### src/rtl/xlat_pkg.sv
package xlat_pkg;
  localparam int VA_W  = 31;
  localparam int PA_W  = 27;
  localparam int OFF_W = 12;
  localparam int VPN_W = VA_W - OFF_W;
  localparam int PPN_W = PA_W - OFF_W;

  typedef struct packed {
    logic             valid;
    logic [VPN_W-1:0] vpn;
    logic [PPN_W-1:0] ppn;
  } entry_t;

  // strobes from control to datapath
  typedef struct packed {
    logic clearAll;
    logic writeEn;
  } ctrl_t;
endpackage

### src/rtl/xlat_dp.sv
module xlat_dp
  import xlat_pkg::*;
#(
  parameter int ENTRIES = 2,
  localparam int IDX_W = (ENTRIES > 1) ? $clog2(ENTRIES) : 1
) (
  input  logic               clk,
  input  logic               rstN,
  input  ctrl_t              ctrl,
  input  logic [IDX_W-1:0]   writeIdx,
  input  logic [VPN_W-1:0]   fillVpn,
  input  logic [PPN_W-1:0]   fillPpn,
  input  logic               fillValid,
  input  logic [VA_W-1:0]    lkVaddr,
  output logic [ENTRIES-1:0] validVec,
  output logic [ENTRIES-1:0] fillMatch,
  output logic               lkHit,
  output logic [PA_W-1:0]    lkPaddr
);
  entry_t entries [ENTRIES];
  logic [ENTRIES-1:0] lkMatch;
  logic [VPN_W-1:0]   lkVpn;

  assign lkVpn = lkVaddr[VA_W-1:OFF_W];

  for (genvar g = 0; g < ENTRIES; g++) begin : gEntry
    always_ff @(posedge clk) begin
      if (!rstN) begin
        entries[g] <= '0;
      end else if (ctrl.clearAll) begin
        entries[g].valid <= 1'b0;
      end else if (ctrl.writeEn && writeIdx == IDX_W'(g)) begin
        entries[g] <= '{valid: fillValid, vpn: fillVpn, ppn: fillPpn};
      end
    end
    assign validVec[g]  = entries[g].valid;
    assign lkMatch[g]   = entries[g].valid && entries[g].vpn == lkVpn;
    assign fillMatch[g] = entries[g].valid && entries[g].vpn == fillVpn;
  end

  always_comb begin
    logic [PPN_W-1:0] ppnSel;
    ppnSel = '0;
    for (int i = 0; i < ENTRIES; i++) begin
      if (lkMatch[i]) ppnSel = ppnSel | entries[i].ppn;
    end
    lkHit   = |lkMatch;
    lkPaddr = lkHit ? {ppnSel, lkVaddr[OFF_W-1:0]} : '0;
  end
endmodule

### src/rtl/xlat_ctrl.sv
module xlat_ctrl
  import xlat_pkg::*;
#(
  parameter int ENTRIES = 2,
  localparam int IDX_W = (ENTRIES > 1) ? $clog2(ENTRIES) : 1
) (
  input  logic               clk,
  input  logic               rstN,
  input  logic               fillEn,
  input  logic               flushAll,
  input  logic [ENTRIES-1:0] validVec,
  input  logic [ENTRIES-1:0] fillMatch,
  output ctrl_t              ctrl,
  output logic [IDX_W-1:0]   writeIdx,
  output logic [IDX_W-1:0]   victimPtr
);
  logic             anyMatch, anyFree, useVictim;
  logic [IDX_W-1:0] matchIdx, freeIdx;

  always_comb begin
    matchIdx = '0;
    freeIdx  = '0;
    anyMatch = 1'b0;
    anyFree  = 1'b0;
    for (int i = ENTRIES - 1; i >= 0; i--) begin
      if (fillMatch[i]) begin
        matchIdx = IDX_W'(i);
        anyMatch = 1'b1;
      end
      if (!validVec[i]) begin
        freeIdx = IDX_W'(i);
        anyFree = 1'b1;
      end
    end
    useVictim = !anyMatch && !anyFree;
    writeIdx  = anyMatch ? matchIdx : (anyFree ? freeIdx : victimPtr);
    ctrl.clearAll = flushAll;
    ctrl.writeEn  = fillEn && !flushAll;
  end

  always_ff @(posedge clk) begin
    if (!rstN) begin
      victimPtr <= '0;
    end else if (ctrl.writeEn && useVictim) begin
      victimPtr <= (victimPtr == IDX_W'(ENTRIES - 1)) ? '0 : victimPtr + 1'b1;
    end
  end
endmodule

### src/rtl/xlat_buf.sv
module xlat_buf #(
  parameter int ENTRIES = 2
) (
  input  logic        clk,
  input  logic        rstN,
  input  logic [30:0] lkVaddr,
  output logic        lkHit,
  output logic [26:0] lkPaddr,
  input  logic        fillEn,
  input  logic [18:0] fillVpn,
  input  logic [14:0] fillPpn,
  input  logic        fillValid,
  input  logic        flushAll
);
  import xlat_pkg::*;
  localparam int IDX_W = (ENTRIES > 1) ? $clog2(ENTRIES) : 1;

  ctrl_t              ctrl;
  logic [IDX_W-1:0]   writeIdx, victimPtr;
  logic [ENTRIES-1:0] validVec, fillMatch;

  xlat_ctrl #(.ENTRIES(ENTRIES)) i_ctrl (
    .clk(clk), .rstN(rstN), .fillEn(fillEn), .flushAll(flushAll),
    .validVec(validVec), .fillMatch(fillMatch), .ctrl(ctrl),
    .writeIdx(writeIdx), .victimPtr(victimPtr)
  );

  xlat_dp #(.ENTRIES(ENTRIES)) i_dp (
    .clk(clk), .rstN(rstN), .ctrl(ctrl), .writeIdx(writeIdx),
    .fillVpn(fillVpn), .fillPpn(fillPpn), .fillValid(fillValid),
    .lkVaddr(lkVaddr), .validVec(validVec), .fillMatch(fillMatch),
    .lkHit(lkHit), .lkPaddr(lkPaddr)
  );
endmodule

### config.mk
export PLATFORM = sky130hd
export DESIGN_NAME = xlat_buf
export DESIGN_NICKNAME = d
export VERILOG_FILES = /design/src/rtl/xlat_pkg.sv /design/src/rtl/xlat_dp.sv /design/src/rtl/xlat_ctrl.sv /design/src/rtl/xlat_buf.sv
export SDC_FILE = /design/constraint.sdc
export NUM_CORES = 1
export LEC_CHECK = 0
export CAP_MARGIN = 20
export CORE_ASPECT_RATIO = 0.7
export CORE_MARGIN = 5
export CORE_UTILIZATION = 62
export CTS_CLUSTER_DIAMETER = 150
export DETAILED_ROUTE_END_ITERATION = 12
export DONT_BUFFER_PORTS = 1
export PLACE_DENSITY = 0.83
export SLEW_MARGIN = 10
export SYNTH_ARGS = -nofsm -noshare
export SYNTH_HDL_FRONTEND = slang
export SYNTH_SLANG_ARGS = --single-unit
export TNS_END_PERCENT = 5
### constraint.sdc
create_clock -name clk -period 8.7 [get_ports clk]
set_input_delay 1.74 -clock clk [delete_from_list [all_inputs] [get_ports clk]]
set_output_delay 1.74 -clock clk [all_outputs]
set_load 0.05 [all_outputs]
# ---- Word level (Yosys, flattened, before mapping)
# Memory sizes are Yosys's and may differ from the RTL's.
# Cells that the tools add are included.
dict set report word_totals {
  regBits 1
  mem_bits_rw 70
  input_bits 70
  out_inout_bits 28
  elab_cells 58
  memories 1
}
# name words word_bits read_ports rd_ports_with_merged_regs write_ports line
set mem_list {}
lappend mem_list {i_dp.entries 2 35 2 0 2 xlat_dp.sv:20} ;# entry_t entries [ENTRIES];
dict set report classes {
  add_sub_neg 1
  eq_ne 4
  mux 30
  n_bitwise 8
  n_reduce_logical 13
}
# cell n
set ops {}
lappend ops {{19-bit equality test} 4}
lappend ops {{34-bit two-way mux} 2}
lappend ops {{15-bit two-way mux} 2}
lappend ops {{27-bit two-way mux} 1}
lappend ops {{1-bit two-way mux} 25}
lappend ops {{15-bit bitwise OR} 1}
lappend ops {{1-bit logical AND} 9}
lappend ops {{1-bit bitwise OR} 6}
lappend ops {{1-bit zero test} 3}
lappend ops {{2-bit OR reduction} 1}
lappend ops {{1-bit adder (second input constant)} 1}
lappend ops {{1-bit NOT} 1}

# ---- Logic depth before layout (Yosys ltp)
# Gate-level depths: netlist of run 1.
# An unclocked memory read counts as a cell.
dict set report logic_depth {
  ltp_word 13
  depth_mapped 7
  depth_no_buf 5
}

# ---- By module
# From an unflattened synthesis of run 1, not the netlist that was laid out.
dict set report unflattened {
  hier_cells 307
  area_unflattened_um2 3875.0
}
# module n_inst cells_each area_each_um2 seq_area_each_um2
set modules_own_cells {}
lappend modules_own_cells {xlat_dp 1 296 3788.6 2102.0}
lappend modules_own_cells {xlat_ctrl 1 11 86.3 20.0}

# ---- Worst setup path after synthesis of run 1
# No wires, ideal clock.
dict set report synth_timing {
  path_type {input to output}
  from {in lkVaddr[24]}
  to {out lkPaddr[10]}
  arrival_time_ps 3713
  t_required_ps 6960
  setup_slack_ps 3247
  stages 5
  path_buffers 1
  path_cell_list {xor2_1 > nor4_1 > nand4_1 > clkbuf_1 > a21boi_0}
}
dict set report synth_between {
  elab_chain_cells 4
  elab_cells_between_ends 6
  cone_classes {eq/ne: 2; mux: 1; reduce/logical: 3}
}
# element line
set synth_rtl {}
lappend synth_rtl {{start: declaration} xlat_buf.sv:6} ;# input logic [30:0] lkVaddr,
lappend synth_rtl {{19-bit equality test} xlat_dp.sv:37} ;# assign lkMatch[g] = entries[g].valid && entries[g].vpn == lkVpn;
lappend synth_rtl {{1-bit logical AND} xlat_dp.sv:37}
lappend synth_rtl {{2-bit OR reduction *} xlat_dp.sv:47} ;# lkHit = |lkMatch;
lappend synth_rtl {{27-bit two-way mux *} xlat_dp.sv:48} ;# lkPaddr = lkHit ? {ppnSel, lkVaddr[OFF_W-1:0]} : '0;
lappend synth_rtl {{end: declaration} xlat_buf.sv:8} ;# output logic [26:0] lkPaddr,
# Mark *: on every way between the ends. The rest lies on a longest branch, timed or not.

# ---- Worst setup path in the final report of run 1
dict set report layout_timing {
  from {in lkVaddr[17]}
  to {out lkPaddr[11]}
}
# The elaborated chain is that of the path after synthesis.

==> results of run 1 <==
[kinds of logic (layout without fill, tap and decap cells)]
family | Yosys count | count (layout) | share of synthesized area (%)
simple gates | 120 | 120 | 18.3
xor+xnor | 76 | 76 | 16.0
buf+inv | 28 | 21 | 3.55
compound gates | 72 | 72 | 11.2
flops | 71 | 71 | 51.0
[routing by layer]
metal  global-route usage (%)  part of all wire (%)  vias to the layer above
li1                         -                     -                     1325
met2                     41.9                    47                      191
met5                        0                     0                        -
met1                     34.1                    39                     1448
met4                     7.57                   1.2                        0
met3                     10.4                    13                       17
[sequential cells by signal (all words and copies together), names as in the netlist]
name and count:
i_ctrl.victimPtr 1, i_dp.entries 70
[worst paths after layout]
| check | to | slack, ps | cells past startpoint | start |
|---|---|---|---|---|
| max | lkPaddr[11] | 2970 | 4 | lkVaddr[17] |
| min | i_ctrl.victimPtr | 550 | 2 | i_ctrl.victimPtr |
| max reg2reg | i_dp.entries[0][32] | 5550 | 6 | i_dp.entries[0][20] |
| min reg2reg | i_ctrl.victimPtr | 550 | 2 | i_ctrl.victimPtr |
[cell usage in the layout, fill, tap and decap left out, types with 9 or more instances in the layout]
cell type,count
xnor2_1,52
edfxtp_1,70
nand2_1,37
nor3_2,31
nand4_1,23
a21oi_1,37
clkbuf_8,9
a21boi_1,12
xor2_1,24
a22o_1,15
[final cells by class]
| type | count | area (um^2) |
|---|---|---|
| fillers | 514 | 2230 |
| flip-flops and latches | 71 | 2120 |
| multi-input cells | 268 | 1920 |
| clock buffers | 10 | 128 |
| well taps | 94 | 118 |
| clock inverters | 6 | 85.1 |
| repair buffers | 3 | 22.5 |
| inverters | 2 | 7.51 |
[worst max-delay path, cell delays in order]
cell and delay, ps:
xor2_1 190, nor4_1 540, nand4_1 560, a21boi_1 960
[per-stage QoR]
stage | power (mW) | cell area, um^2
after detailed placement | 0.496 | 4190
after floorplan | 0.475 | 4160
after global routing | 0.802 | 4400
after global placement | 0.493 | 4190
final | 0.776 | 4400
after CTS | 0.778 | 4400
[power breakdown]
part	internal [mW]	switching, mW	leakage [nW]
logic	0.0306	0.0494	0.545
registers	0.397	0.0125	0.746
clock network	0.161	0.126	0.104
total	0.588	0.188	1.40
==> flow_summary.toml, run 1 <==
[worst_setup_path]
cp_max_fo = 13
criticalPathCategory = "input port to primary output"
end_kind = "primary output"
arrival_ps = 3990
critPathLaunchType = "input port"
critPathRequiredTime_ps = 6960

[sta]
timing.fmax_mhz = 174
worstMarginPinSlew_ps = 1110
finalSetupViolCount = 0
timing.final.ws_setup_ps = 2970
finClkSkew_ps = 7.82
fin_crit_ps = 5730
relSlewSlack_pct = 25.8
fin_crit_sh_pct = 65.9
finalMaxSlewViolations = 0
tns_ps = 0
final-hold-violation-count = 0
hold_slack_ps = 546
rsz0062_at_grt = "false"

[clock_tree]
cts-htree-levels = 3
cts_tree = "yes"
cts.hold.buffers_added = 0
cts.sinks = 71
cts-root-buf = "clkbuf_8"
clockBufferDepth = 2
cts_resized = 0
cts_made_buffers = 9
cts.clk_slew.worst_paths_ps = 70
postCtsSetupBuffers = 0
worstSkewPairLatency_ps = 350

[placement]
dp_hpwl_mm = 7.36
dpl.cell_count = 438
place_congestion = 0.914
io_buffers = 0
pre_cts_ws_ps = 3050

[routing]
dr_total_vias = 2981
initialDrtViolationCount = 331
firstDrtPassIters = 5
drc = 0
wire_per_inst_um = 23.8
ant_nets = 0
vias_per_cell = 6.57
wl_mm = 10.8

[synth]
yosys-top-cells-count = "edfxtp_1, xnor2_1, nand2_1, a21oi_1, nor3_2"
ys_ff_latch = 71
synth-edff-count = 70
synth_top_area_share_pct = 50.5
synth.most_common_cell = "edfxtp_1"
synth_cells = 367
synth_area_leader_cell = "edfxtp_1"
ys.flop_type = "edfxtp_1"
syn_area_mm2 = 0.00416
yosysWarnings = 0
synthTopCellsByArea = "edfxtp_1, xnor2_1, nor3_2"
synthArstFlopShare_pct = 0
synth_nets = 437
synth_area_per_cell_um2 = 11.3
yosysSeqAreaShare_pct = 51.0
synthDistinctLibCells = 32

[job]
cap_violations = 0

[floorplanning]
initial_core_util_pct = 62.8
ios = 98
die_h_um = 78.5
core_area_mm2 = 0.00663
die_w_um = 108
rows = 25
die_area_mm2 = 0.00848

[finish]
area_delta_synth_final_pct = 5.68
stdcell_count = 454
nNetsFinal = 425
drive_above_1_share_pct = 15.6
n_antenna_cell = 0
utilization_pct = 66.3

[hold_path]
hold_path_class = "flip-flop to flip-flop"

[power]
p_leak_nw = 1.40
power.density_mw_per_mm2 = 177
max-vdd-ir-drop_mv = 0.105

[status]
status = "finished, final reports clean"

[global_routing]
grt_pass1_vias = 2978
grt_use_total_pct = 26.5
antenna_found_initial = 0
overflow = 0
grt_pass1_wl_mm = 16.6
grt_max_degree = 40
Note: power is estimated with default switching activity, not from simulation.
==> run 2, diff against run 1 <==
==> constraint.sdc (replaced) <==
create_clock -name clk -period 5.4 [get_ports clk]
set_input_delay 1.08 -clock clk [delete_from_list [all_inputs] [get_ports clk]]
set_output_delay 1.08 -clock clk [all_outputs]
set_load 0.05 [all_outputs]
==> run 2 against run 1 <==
Effect of this change: worst hold slack better by 8.7 ps; clock-buffer cell count is the same; wire length decreased by 2.7%; clock skew up 1.2 ps; critical path type unchanged; largest power group unchanged.
==> flow_summary.toml, run 2 (synthesis results as in run 1) <==
[sta]
finalSetupViolCount = 0
timing.fmax_mhz = 246
fin_crit_ps = 4070
relSlewSlack_pct = 28.3
fin_crit_sh_pct = 75.4
worstMarginPinSlew_ps = 1080
final-hold-violation-count = 0
rsz0062_at_grt = "false"
tns_ps = 0
finClkSkew_ps = 9.00
finalMaxSlewViolations = 0

[finish]
largest-register = "i_dp.entries"
layout_common_cells = "edfxtp_1, xnor2_1, nand2_1"
layout_commonest_cell = "edfxtp_1"
drive_above_1_share_pct = 18.2
area_delta_synth_final_pct = 7.58
largestRegisters = "i_dp.entries (70), i_ctrl.victimPtr (1)"
nNetsFinal = 438
n_antenna_cell = 0
largest_register_ffs = 70
stdcell_count = 467
final_area_mm2 = 0.00448

[global_routing]
grt_use_total_pct = 25.7
grt_pass1_wl_mm = 16.1
grt_max_degree = 40
antenna_found_initial = 0
grt_pass1_vias = 2975
overflow = 0

[clock_tree]
clockBufferDepth = 2
cts.clk_slew.worst_paths_ps = 70
cts.hold.buffers_added = 0
cts-root-buf = "clkbuf_8"
cts_tree = "yes"
cts-htree-levels = 3
cts_resized = 0
cts.sinks = 71
cts_made_buffers = 9
postCtsSetupBuffers = 0
worstSkewPairLatency_ps = 350

[power]
max-vdd-ir-drop_mv = 0.156
power_frac_seq_pct = 54.6
p_leak_nw = 1.46
switchingPower_mw = 0.303
clkPwrFrac_pct = 34.9
power.density_mw_per_mm2 = 270
pwr-share-comb_pct = 10.5
internal-power_mw = 0.906
switching_share_pct = 25.1

[floorplanning]
die_w_um = 108
initial_core_util_pct = 62.8
die_area_mm2 = 0.00848
ios = 98
die_h_um = 78.5
rows = 25
core_area_mm2 = 0.00663

[routing]
wl_mm = 10.5
firstDrtPassIters = 5
dr_total_vias = 2988
vias_per_cell = 6.40
initialDrtViolationCount = 281
ant_nets = 0
drc = 0
wire_per_inst_um = 22.5

[placement]
place_congestion = 1.00
io_buffers = 0
dpl.cell_count = 451
place_area_mm2 = 0.00428
dp_hpwl_mm = 7.24

[hold_path]
hold_path_class = "flip-flop to flip-flop"
min_path_cells = 2

[worst_setup_path]
critPathLaunchType = "input port"
arrival_ps = 2990
worst-r2r-cell-count = 7
end_kind = "primary output"
criticalPathCategory = "input port to primary output"
cp_max_fo = 15
critPathRequiredTime_ps = 4320

[status]
status = "finished, final reports clean"

[job]
cap_violations = 0
## run 2: cell types whose count changed in the layout (fill, tap and decap cells not counted), sizes merged
cell      before  now
buf            3   16
inv            2    4
bufinv         2    1
clkinvlp       1    0
## run 2: layer usage
layer | wire (um) | GRT usage [%] | part of all wire (%)
met5 | 0 | 0 | 0
met4 | 107 | 6.43 | 1.0
met3 | 1280 | 10.7 | 12
met2 | 4800 | 38.8 | 46
met1 | 4320 | 34.7 | 41
## run 2: cell type report
cell class	instances	area, um^2
fillers	509	2150
multi-input cells	268	1910
well taps	94	118
clock inverters	6	68.8
repair buffers	16	120
inverters	2	7.51
clock buffers	10	128
flip-flops and latches	71	2120
## run 2: through the flow
stage | hold WS, ps | util [%] | worst slack (ps) | power (mW)
global route | 586 | 67.5 | 1220 | 1.26
finish | 554 | 67.5 | 1330 | 1.21
CTS | 554 | 67.5 | 1370 | 1.22
detailed placement | 542 | 64.5 | 1380 | 0.797
floorplan | 511 | - | 1260 | 0.765
global placement | 529 | 64.5 | 1440 | 0.793
## run 2: worst max-delay path: stages
cell and delay, ps:
xor2_1 170, nor4_1 480, and4_1 670, a22o_1 570
## run 2: final timing paths
path / start / to / slack (ps)
max: lkVaddr[17] / lkPaddr[12] / 1330
min: i_ctrl.victimPtr / i_ctrl.victimPtr / 550
max reg2reg: i_dp.entries[0][20] / i_dp.entries[0][11] / 2070
min reg2reg: i_ctrl.victimPtr / i_ctrl.victimPtr / 550
## run 2: power by group through the flow
stage,Clock [mW],Combinational [mW],Sequential (mW)
4_1_cts,0.431,0.126,0.660
2_1_floorplan,0,0.0971,0.668
5_1_grt,0.457,0.136,0.663
3_5_place_dp,0,0.125,0.672
3_3_place_gp,0,0.123,0.671
6_report,0.422,0.127,0.660
